File: src/rtl/aom_pkg.sv
package aom_pkg;
  typedef enum logic [1:0] {
    OP_LOAD  = 2'd0,
    OP_STORE = 2'd1,
    OP_QUERY = 2'd2,
    OP_OTHER = 2'd3
  } op_e;

  typedef enum logic [2:0] {
    CZ_NONE     = 3'd0,
    CZ_ORDER    = 3'd1,
    CZ_CAPACITY = 3'd2,
    CZ_FOREIGN  = 3'd3
  } cause_e;

  typedef enum logic [1:0] {
    PH_IDLE  = 2'd0,
    PH_SETUP = 2'd1,
    PH_MANIF = 2'd2
  } phase_e;
endpackage

File: src/rtl/aom_line_table.sv
module aom_line_table #(
  parameter int TAG_W = 42,
  parameter int DEPTH = 8,
  parameter int CNT_W = 4
) (
  input  logic             clk,
  input  logic             rst_n,
  input  logic [TAG_W-1:0] lookup_tag,
  input  logic             ins_en,
  input  logic             clr_en,
  output logic             hit,
  output logic             full,
  output logic [CNT_W-1:0] count
);
  localparam logic [CNT_W-1:0] DEPTH_C = CNT_W'(DEPTH);

  logic [DEPTH-1:0] vld_q;
  logic [DEPTH-1:0] vld_d;
  logic [DEPTH-1:0] match;
  logic [TAG_W-1:0] tag_q [DEPTH];
  logic [CNT_W-1:0] cnt_q;
  logic [CNT_W-1:0] cnt_d;
  logic             do_ins;

  assign do_ins = ins_en && !clr_en && !hit && !full;

  for (genvar g = 0; g < DEPTH; g++) begin : g_entry
    logic slot_sel;
    assign slot_sel = do_ins && (cnt_q == CNT_W'(g));
    assign match[g] = vld_q[g] && (tag_q[g] == lookup_tag);

    always_comb begin
      vld_d[g] = vld_q[g];
      if (clr_en)        vld_d[g] = 1'b0;
      else if (slot_sel) vld_d[g] = 1'b1;
    end

    always_ff @(posedge clk or negedge rst_n) begin
      if (!rst_n)        tag_q[g] <= '0;
      else if (slot_sel) tag_q[g] <= lookup_tag;
    end
  end

  always_comb begin
    cnt_d = cnt_q;
    if (clr_en)      cnt_d = '0;
    else if (do_ins) cnt_d = cnt_q + 1'b1;
  end

  always_ff @(posedge clk or negedge rst_n) begin
    if (!rst_n) begin
      vld_q <= '0;
      cnt_q <= '0;
    end else begin
      vld_q <= vld_d;
      cnt_q <= cnt_d;
    end
  end

  assign hit   = |match;
  assign full  = (cnt_q == DEPTH_C);
  assign count = cnt_q;

  assert_count_bound_R4: assert property (@(posedge clk) disable iff (!rst_n)
    cnt_q <= DEPTH_C);
  assert_valid_tracks_count_R3: assert property (@(posedge clk) disable iff (!rst_n)
    $countones(vld_q) == int'(cnt_q));
  assert_clear_empties_R12: assert property (@(posedge clk) disable iff (!rst_n)
    clr_en |=> (cnt_q == '0));
endmodule

File: src/rtl/aom_seq_ctrl.sv
module aom_seq_ctrl
  import aom_pkg::*;
(
  input  logic       clk,
  input  logic       rst_n,
  input  logic       in_valid,
  input  logic [1:0] in_op,
  input  logic       in_lock,
  input  logic       hit,
  input  logic       full,
  output logic       ins_en,
  output logic       clr_en,
  output logic       active,
  output logic       done,
  output logic       flt,
  output logic [2:0] cause,
  output logic       warn
);
  phase_e ph_q, ph_d;
  logic   done_q, done_d;
  logic   flt_q, flt_d;
  cause_e cause_q, cause_d;
  logic   warn_q, warn_d;
  logic   kill;
  cause_e kcause;
  logic   finish;
  op_e    op;

  assign op = op_e'(in_op);

  always_comb begin
    ph_d    = ph_q;
    ins_en  = 1'b0;
    warn_d  = warn_q;
    kill    = 1'b0;
    kcause  = CZ_NONE;
    finish  = 1'b0;
    if (in_valid) begin
      if (ph_q == PH_IDLE) begin
        if (op == OP_LOAD && in_lock) begin
          ins_en = 1'b1;
          ph_d   = PH_SETUP;
          warn_d = 1'b0;
        end
      end else begin
        case (op)
          OP_LOAD: begin
            if (in_lock) begin
              if (ph_q == PH_MANIF) begin
                kill = 1'b1; kcause = CZ_ORDER;
              end else if (!hit) begin
                if (full) begin
                  kill = 1'b1; kcause = CZ_CAPACITY;
                end else begin
                  ins_en = 1'b1;
                end
              end
            end else if (ph_q == PH_MANIF) begin
              warn_d = 1'b1;
            end
          end
          OP_QUERY: begin
            if (ph_q == PH_SETUP) ph_d = PH_MANIF;
            else begin
              kill = 1'b1; kcause = CZ_ORDER;
            end
          end
          OP_STORE: begin
            if (!hit) begin
              kill = 1'b1; kcause = CZ_FOREIGN;
            end else if (in_lock) begin
              finish = 1'b1;
            end else begin
              ph_d = PH_MANIF;
            end
          end
          default: ;
        endcase
      end
    end
    clr_en  = kill || finish;
    done_d  = finish;
    flt_d   = kill;
    cause_d = kcause;
    if (clr_en) ph_d = PH_IDLE;
  end

  always_ff @(posedge clk or negedge rst_n) begin
    if (!rst_n) begin
      ph_q    <= PH_IDLE;
      done_q  <= 1'b0;
      flt_q   <= 1'b0;
      cause_q <= CZ_NONE;
      warn_q  <= 1'b0;
    end else begin
      ph_q    <= ph_d;
      done_q  <= done_d;
      flt_q   <= flt_d;
      cause_q <= cause_d;
      if (warn_d != warn_q) warn_q <= warn_d;
    end
  end

  assign active = (ph_q != PH_IDLE);
  assign done   = done_q;
  assign flt    = flt_q;
  assign cause  = cause_q;
  assign warn   = warn_q;

  assert_done_ends_event_R9: assert property (@(posedge clk) disable iff (!rst_n)
    done_q |-> (ph_q == PH_IDLE));
  assert_done_no_fault_R9: assert property (@(posedge clk) disable iff (!rst_n)
    !(done_q && flt_q));
  assert_fault_ends_event_R12: assert property (@(posedge clk) disable iff (!rst_n)
    flt_q |-> (ph_q == PH_IDLE));
  assert_fault_single_R12: assert property (@(posedge clk) disable iff (!rst_n)
    flt_q |=> !flt_q);
  assert_cause_coded_R12: assert property (@(posedge clk) disable iff (!rst_n)
    flt_q == (cause_q != CZ_NONE));
  assert_warn_needs_event_R10: assert property (@(posedge clk) disable iff (!rst_n)
    $rose(warn_q) |-> (ph_q == PH_MANIF));
endmodule

File: src/rtl/atomic_order_monitor.sv
module atomic_order_monitor #(
  parameter int ADDR_W   = 48,
  parameter int LINE_OFS = 6,
  parameter int DEPTH    = 8,
  parameter int CNT_W    = $clog2(DEPTH + 1)
) (
  input  logic              clk,
  input  logic              rst_n,
  input  logic              in_valid,
  input  logic [1:0]        in_op,
  input  logic              in_lock,
  input  logic [ADDR_W-1:0] in_addr,
  output logic              evt_active,
  output logic              evt_done,
  output logic              flt_pulse,
  output logic [2:0]        flt_cause,
  output logic              late_load_warn,
  output logic [CNT_W-1:0]  line_count
);
  localparam int TAG_W = ADDR_W - LINE_OFS;

  logic [TAG_W-1:0] tag;
  logic             hit, full, ins_en, clr_en;
  logic [LINE_OFS-1:0] ofs_unused;

  assign tag        = in_addr[ADDR_W-1:LINE_OFS];
  assign ofs_unused = in_addr[LINE_OFS-1:0];

  aom_line_table #(.TAG_W(TAG_W), .DEPTH(DEPTH), .CNT_W(CNT_W)) i_table (
    .clk(clk), .rst_n(rst_n), .lookup_tag(tag), .ins_en(ins_en),
    .clr_en(clr_en), .hit(hit), .full(full), .count(line_count)
  );

  aom_seq_ctrl i_ctrl (
    .clk(clk), .rst_n(rst_n), .in_valid(in_valid), .in_op(in_op),
    .in_lock(in_lock), .hit(hit), .full(full), .ins_en(ins_en),
    .clr_en(clr_en), .active(evt_active), .done(evt_done),
    .flt(flt_pulse), .cause(flt_cause), .warn(late_load_warn)
  );

  assert_idle_quiet_R11: assert property (@(posedge clk) disable iff (!rst_n)
    (!in_valid || in_op == 2'd3) |=> ($stable(line_count) && $stable(evt_active)));
endmodule

File: config.mk
export PLATFORM = sky130hd
export DESIGN_NAME = atomic_order_monitor
export DESIGN_NICKNAME = d
export VERILOG_FILES = /design/src/rtl/aom_pkg.sv /design/src/rtl/aom_line_table.sv /design/src/rtl/aom_seq_ctrl.sv /design/src/rtl/atomic_order_monitor.sv
export SDC_FILE = /design/constraint.sdc
export NUM_CORES = 1
export LEC_CHECK = 0
export BUFFER_PORTS_ARGS = -buffer_cell sky130_fd_sc_hd__buf_4
export CAP_MARGIN = 20
export CORE_MARGIN = 2
export CORE_UTILIZATION = 55
export DETAILED_ROUTE_END_ITERATION = 10
export HOLD_SLACK_MARGIN = 0.05
export PLACE_DENSITY = 0.75
export SLEW_MARGIN = 20
export SYNTH_ARGS = -nofsm -noshare
export SYNTH_HDL_FRONTEND = slang
export SYNTH_SLANG_ARGS = --single-unit
File: constraint.sdc
create_clock -name clk -period 3.2 [get_ports clk]
set_input_delay 0.32 -clock clk [delete_from_list [all_inputs] [get_ports clk]]
set_output_delay 0.32 -clock clk [all_outputs]
set_load 0.02 [all_outputs]
==> results of run 1 <==
synth_stat cells, drive strengths merged (7+ instances only):
cell type | n | share of area, %
xnor2 | 333 | 15
nor3 | 18 | 0.46
nor2b | 10 | 0.32
mux2 | 333 | 21
nand3 | 38 | 0.97
nand2b | 18 | 0.57
nor2 | 13 | 0.25
nand4 | 158 | 5.2
ha | 8 | 0.51
buf | 122 | 5.8
a21oi | 7 | 0.18
inv | 24 | 0.46
nor4 | 37 | 1.6
nand2 | 9 | 0.17
dfrtp | 355 | 45
cell type report:
class                      instances  share of cell area, %
multi-input combinational       1039                   42.4
sequential                       355                   39.4
timing repair buffer             223                   9.26
clock buffer                      58                   5.32
tap                              461                   2.56
clock inverter                    10                  0.666
inverter                          24                  0.399
antenna                            1                 0.0111
per-layer routing:
metal | global-route usage [%] | vias to the layer above | routed length (µm)
met4 | 11.9 | 0 | 2400
met1 | 37.6 | 6658 | 22300
met5 | 0 | - | 0
met2 | 46.1 | 411 | 25000
li1 | - | 5753 | -
met3 | 4.11 | 136 | 2990
where the power goes:
part / leakage, nW / total [mW] / switching, mW / internal [mW]
Clock: 0.671 / 4.76 / 1.86 / 2.91
Sequential: 4.79 / 6.69 / 0.938 / 5.75
Combinational: 4.52 / 4.49 / 2.07 / 2.41
Total: 9.98 / 15.9 / 4.87 / 11.1
cell usage in the layout (no fill, tap or decap), drive strengths merged, types with 6 or more instances in the layout:
master,netlist,routed
mux2,333,333
o2111ai,6,6
nor3,18,18
nor2,13,13
buf,122,222
clkinv,0,6
nor4,37,37
xnor2,333,333
dfrtp,355,355
ha,8,8
inv,24,24
clkbuf,3,58
o21a,6,6
nor2b,10,10
nand2,9,9
a21oi,7,7
nand3,38,38
nand2b,18,18
nand4,158,158
logic make-up (layout without fill, tap and decap cells):
kind of cell	count (synthesis)	count (layout)
buffers and inverters	149	315
AO/OA/AOI/OAI	43	43
XOR/XNOR	333	333
flip-flops	355	355
other	1	2
AND/OR/NAND/NOR	318	318
multiplexers	336	336
adder cells (fa/ha/maj)	8	8
final timing paths:
path	start	to	slack [ns]	cells after the start
min	in_lock	i_ctrl.warn$_DFFE_PN0P_	0.16	4
max in group asynchronous	rst_n	i_table.tag_q[75]$_DFFE_PN0P_	1.93	3
max reg2reg	i_table.tag_q[157]$_DFFE_PN0P_	i_table.tag_q[39]$_DFFE_PN0P_	0.11	10
max	i_table.tag_q[157]$_DFFE_PN0P_	i_table.tag_q[39]$_DFFE_PN0P_	0.11	10
min in group asynchronous	rst_n	i_table.tag_q[231]$_DFFE_PN0P_	0.37	2
min reg2reg	i_table.tag_q[289]$_DFFE_PN0P_	i_table.tag_q[289]$_DFFE_PN0P_	0.51	1
sequential cells by signal, summed over array words and instances (netlist names):
| signal | cells |
|---|---|
| i_table.tag_q | 336 |
| i_ctrl.cause | 2 |
| i_table.count | 4 |
| i_table.vld_q | 8 |
| i_ctrl.ph_q | 2 |
| i_ctrl.warn | 1 |
| i_ctrl.done | 1 |
| i_ctrl.flt | 1 |
worst max-delay path, cell delays in order, from the launching register on:
cell and delay (ns):
dfrtp_1 0.39, xnor2_1 0.17, nand4_1 0.16, nor4_1 0.08, buf_4 0.14, nand3_1 0.19, nand4_4 0.14, or2_4 0.34
or4_2 0.77, buf_6 0.23, mux2_4 0.32
stage by stage:
step	TNS [ns]	cells	setup WS (ns)	util, %	power, mW
after floorplan	0	1543	0.213	-	9.80
after global placement	-3.10	2101	-0.0564	59.9	11.0
after detailed placement	-7.34	2101	-0.0980	59.9	11.2
after CTS	0	2170	0.0929	63.7	16.0
after global routing	0	2170	0.0317	63.7	16.7
final	0	2171	0.110	63.7	15.9
what timing repair did:
item | 4_1_cts | 5_1_grt
endpoints found under the setup margin | 0 | 42
hold buffers | 1 | 0
hold endpoints to repair | 68 | 0
gates resized for setup | 0 | 2
==> out/results.ini, run 1 <==
[outcome]
status = completed

[floorplan]
initial_core_util_pct = 55.6
die_x_um = 193
rows = 69
dieArea_mm2 = 0.0373
ioPinCount = 65
die_h_um = 193
core_mm2 = 0.0354

[synth]
seq_area_frac_synth_pct = 45.1
synth_area_per_cell_um2 = 12.8
yosys_warnings = 0
post_synth_and_or_nand_nor_area_fraction_pct = 10.1
async_flop_share_pct = 100
synth-xor-area-share_pct = 14.8
synth_compound_area_share_pct = 1.72
ys.flop_type = dfrtp_1
synth_top_family_by_area = multiplexers
ys_ff_latch = 355
syn_area_mm2 = 0.0197
yosysUniqueCellTypes = 49
synthCells = 1543
syn_nets = 1605
muxShareOfSynthArea_pct = 21.4
synthAdderAreaFrac_pct = 0.508
synth_enable_flop_cells = 0

[place]
dp_hpwl_um = 36200
place_area_mm2 = 0.0212
gp_congestion = 0.947
port_buffers = 57

[worst_setup_path]
path_class = reg -> reg
crit_path_start_kind = flop
end_kind = flop
worstPathMaxFanout = 16
crit_required_ns = 3.62
critPathArrivalTime_ns = 3.51

[layout]
drive_gt1_share_pct = 32.1
final_cell_area_mm2 = 0.0226
nNetsFinal = 1744
nFillCells = 2686
seqCellArea_mm2 = 0.00888
syn2layout_area_growth_pct = 14.5
multiInputGateArea_mm2 = 0.00957

[detailed_routing]
dr.pass1.iters = 5
vias = 13000
drt-initial-drc-count = 985
wl_per_cell_um = 24.3
viasPerCell = 5.97
route.detailed.drc = 0
ant_nets = 0
wl_um = 52700

[power]
total_leakage_power_nw = 9.98
p_per_area_mw_per_mm2 = 707
ir_worst_vdd_mv = 0.541

[cts]
numCtsBuffers = 39
cts_buffer_depth = 3
cts_tree = yes
cts_sinks = 355
root_buffer = clkbuf_16
clk_latency_ns = 0.54
post-cts-setup-buffers = 0
cts.clk_slew.worst_paths_ns = 0.06
htreeDepth = 2

[grt]
grt_start_max_net_pins = 87
grt_pass1_wl_um = 81000
gr-total-overflow = 0
grt_pass1_vias = 13500
grtUsageTotal_pct = 28.2
antenna_found_initial = 0

[sta]
min_period_ns = 3.09
slew_violations = 0
finalCritPeriodShare_pct = 96.6
rsz0062_at_grt = no
holdWs_ns = 0.156
tightest_slew_ns = 0.878
setup-violations-final = 0
fin_skew_ns = 0.0161
hold_viol = 0
maxSlewHeadroom_pct = 41.0
timing.fmax_ghz = 0.324

[job]
maxCapViolCount = 0

[min_path]
hold_class = in -> reg

Note: power is estimated with default switching activity, not from simulation.
==> run 2: changes to the inputs <==
SETUP_SLACK_MARGIN = 0.15   (was default)
==> run 2 against run 1 <==
Net effect:
- flip-flop and latch count is the same
- clock-buffer cell count unchanged
- clock power barely moved
- sequential power barely moved
- global-route usage about the same
==> out/results.ini, run 2 (synthesis results as in run 1) <==
[place]
port_buffers = 57  ; unchanged
pre_cts_ws_ns = -0.0980  ; unchanged
place_inst = 2101  ; unchanged
dp_hpwl_um = 36200  ; unchanged
place_area_mm2 = 0.0212  ; unchanged
gp_congestion = 0.947  ; unchanged

[detailed_routing]
wl_met1_um = 22000  ; was 22,300 µm
route.detailed.drc = 0  ; unchanged
dr_wl_met3_um = 3530  ; was 2990 µm
highest_layer = met4  ; unchanged
vias = 13100  ; was 13,000
dr.pass1.iters = 5  ; unchanged
met2_length_um = 25300  ; was 25,000 µm
wl_per_cell_um = 24.6  ; was 24.3 µm
wl_um = 53400  ; was 52,700 µm
ant_nets = 0  ; unchanged
drt-initial-drc-count = 962  ; was 985
viasPerCell = 6.04  ; was 5.97

[outcome]
status = completed  ; unchanged

[worst_setup_path]
critPathArrivalTime_ns = 3.47  ; was 3.51 ns
crit_slowest_cell = nor4_4  ; was or4_2
path_class = reg -> reg  ; unchanged
cpMostUsedCell = buf_4
worstPathMaxFanout = 22  ; was 16
max_stage_delay_ns = 0.46  ; was 0.77 ns
crit_required_ns = 3.62  ; about the same
crit_path_start_kind = flop  ; unchanged
rr_worst_depth = 11  ; was 10
crit_chain = xnor2_1 -> nand4_1 -> nor4_1 -> buf_4 -> nand3_1 -> nand4_4 -> or2_4 -> buf_4 -> nor4_4 -> buf_12 -> mux2_2  ; was xnor2_1 -> nand4_1 -> nor4_1 -> buf_4 -> nand3_1 -> nand4_4 -> or2_4 -> or4_2 -> buf_6 -> mux2_4
end_kind = flop  ; unchanged

[floorplan]
ioPinCount = 65  ; unchanged
die_h_um = 193  ; unchanged
die_x_um = 193  ; unchanged
core_mm2 = 0.0354  ; unchanged
rows = 69  ; unchanged
initial_core_util_pct = 55.6  ; unchanged
dieArea_mm2 = 0.0373  ; unchanged

[cts]
cts.clk_slew.worst_paths_ns = 0.07  ; was 0.06 ns
cts_tree = yes  ; unchanged
numCtsBuffers = 39  ; unchanged
cts_sinks = 355  ; unchanged
cts_buffer_depth = 3  ; unchanged
root_buffer = clkbuf_16  ; unchanged
clk_latency_ns = 0.54  ; about the same
htreeDepth = 2  ; unchanged

[grt]
grtUsageTotal_pct = 28.2  ; about the same
antenna_found_initial = 0  ; unchanged
grt_pass1_wl_um = 81000  ; about the same
grt_pass1_vias = 13500  ; about the same
grt_start_max_net_pins = 87  ; unchanged
gr-total-overflow = 0  ; unchanged

[sta]
maxSlewHeadroom_pct = 52.5  ; was 41.0%
layout_setup_ws_ns = 0.145  ; was 0.110 ns
fin_tns_setup_ns = 0  ; unchanged
setup-violations-final = 0  ; unchanged
slew_violations = 0  ; unchanged
finalCritPeriodShare_pct = 95.5  ; was 96.6%
tightest_slew_ns = 0.707  ; was 0.878 ns
timing.fmax_ghz = 0.327  ; was 0.324 GHz
rsz0062_at_grt = no  ; unchanged
min_period_ns = 3.06  ; was 3.09 ns
hold_viol = 0  ; unchanged
fin_skew_ns = 0.0154  ; was 0.0161 ns
holdWs_ns = 0.156  ; about the same

[power]
total_leakage_power_nw = 10.0  ; was 9.98 nW
p_per_area_mw_per_mm2 = 705  ; was 707 mW/mm²
ir_worst_vdd_mv = 0.502  ; was 0.541 mV
finalPower_mw = 15.9  ; about the same

[layout]
final_cell_mix = dfrtp_1 (355), xnor2_1 (332), buf_4 (188)  ; was dfrtp_1 (355), xnor2_1 (333), buf_4 (188)
syn2layout_area_growth_pct = 14.8  ; was 14.5%
final_common_cell = dfrtp_1  ; unchanged
antenna_cells = 0  ; was 1
fin_cells = 2172  ; was 2,171
top_register = i_table.tag_q  ; unchanged
nNetsFinal = 1746  ; was 1,744
largest_reg_flops = 336  ; unchanged
drive_gt1_share_pct = 32.3  ; was 32.1%
final_core_util_pct = 63.9  ; was 63.7%
final_cell_area_mm2 = 0.0226  ; about the same
nFillCells = 2679  ; was 2,686

[job]
maxCapViolCount = 0  ; unchanged

[min_path]
hold_class = in -> reg  ; unchanged
holdPathStages = 4  ; unchanged

## run 2: cell type report
type / instances / area [µm²] / share of cell area, %
Timing Repair Buffer: 225 / 2130 / 9.43
Sequential cell: 355 / 8880 / 39.3
Clock inverter: 10 / 150 / 0.664
Multi-Input combinational cell: 1039 / 9580 / 42.4
Inverter: 24 / 90.1 / 0.398
Tap cell: 461 / 577 / 2.55
Clock buffer: 58 / 1200 / 5.31
## run 2: metal layers
| metal | GRT usage, % | vias up |
|---|---|---|
| met3 | 4.11 | 138 |
| met5 | 0 | - |
| met1 | 37.6 | 6739 |
| met2 | 46.2 | 486 |
| li1 | - | 5750 |
| met4 | 11.8 | 0 |
## run 2: path summary, 6_finish.rpt
| check | startpoint | to | slack [ns] |
|---|---|---|---|
| hold / removal | in_lock | i_ctrl.warn$_DFFE_PN0P_ | 0.16 |
| setup / recovery | i_table.tag_q[126]$_DFFE_PN0P_ | i_table.tag_q[264]$_DFFE_PN0P_ | 0.14 |
| setup reg to reg | i_table.tag_q[126]$_DFFE_PN0P_ | i_table.tag_q[264]$_DFFE_PN0P_ | 0.14 |
| hold reg to reg | i_table.tag_q[289]$_DFFE_PN0P_ | i_table.tag_q[289]$_DFFE_PN0P_ | 0.51 |
| max in group asynchronous | rst_n | i_table.count[0]$_DFFE_PN0P_ | 1.92 |
| min in group asynchronous | rst_n | i_table.tag_q[231]$_DFFE_PN0P_ | 0.36 |
## run 2: critical path: cells and delay by family (launching register included)
family                    cells  cell delay, ns
and+or+nand+nor               6            1.38
buffers and inverters         3            0.55
xor gates and xnor gates      1            0.18
muxes                         1            0.36
DFF                           1            0.42
## run 2: where the power goes
part           switching (mW)  total (mW)  internal (mW)  leakage (nW)
Sequential              0.943        6.69           5.75          4.79
Clock                    1.84        4.75           2.91         0.671
Combinational            2.09        4.50           2.42          4.55
Total                    4.87        15.9           11.1          10.0
## run 2: timing repair
| item | in CTS | in global routing |
|---|---|---|
| pin swaps | 1 | 3 |
| endpoints found under the setup margin | 93 | 247 |
| hold buffers | 1 | 0 |
| endpoints found under the hold margin | 68 | 0 |
| gates resized for setup | 2 | 4 |
| buffers inserted | 0 | 1 |
| cloned | 0 | 1 |
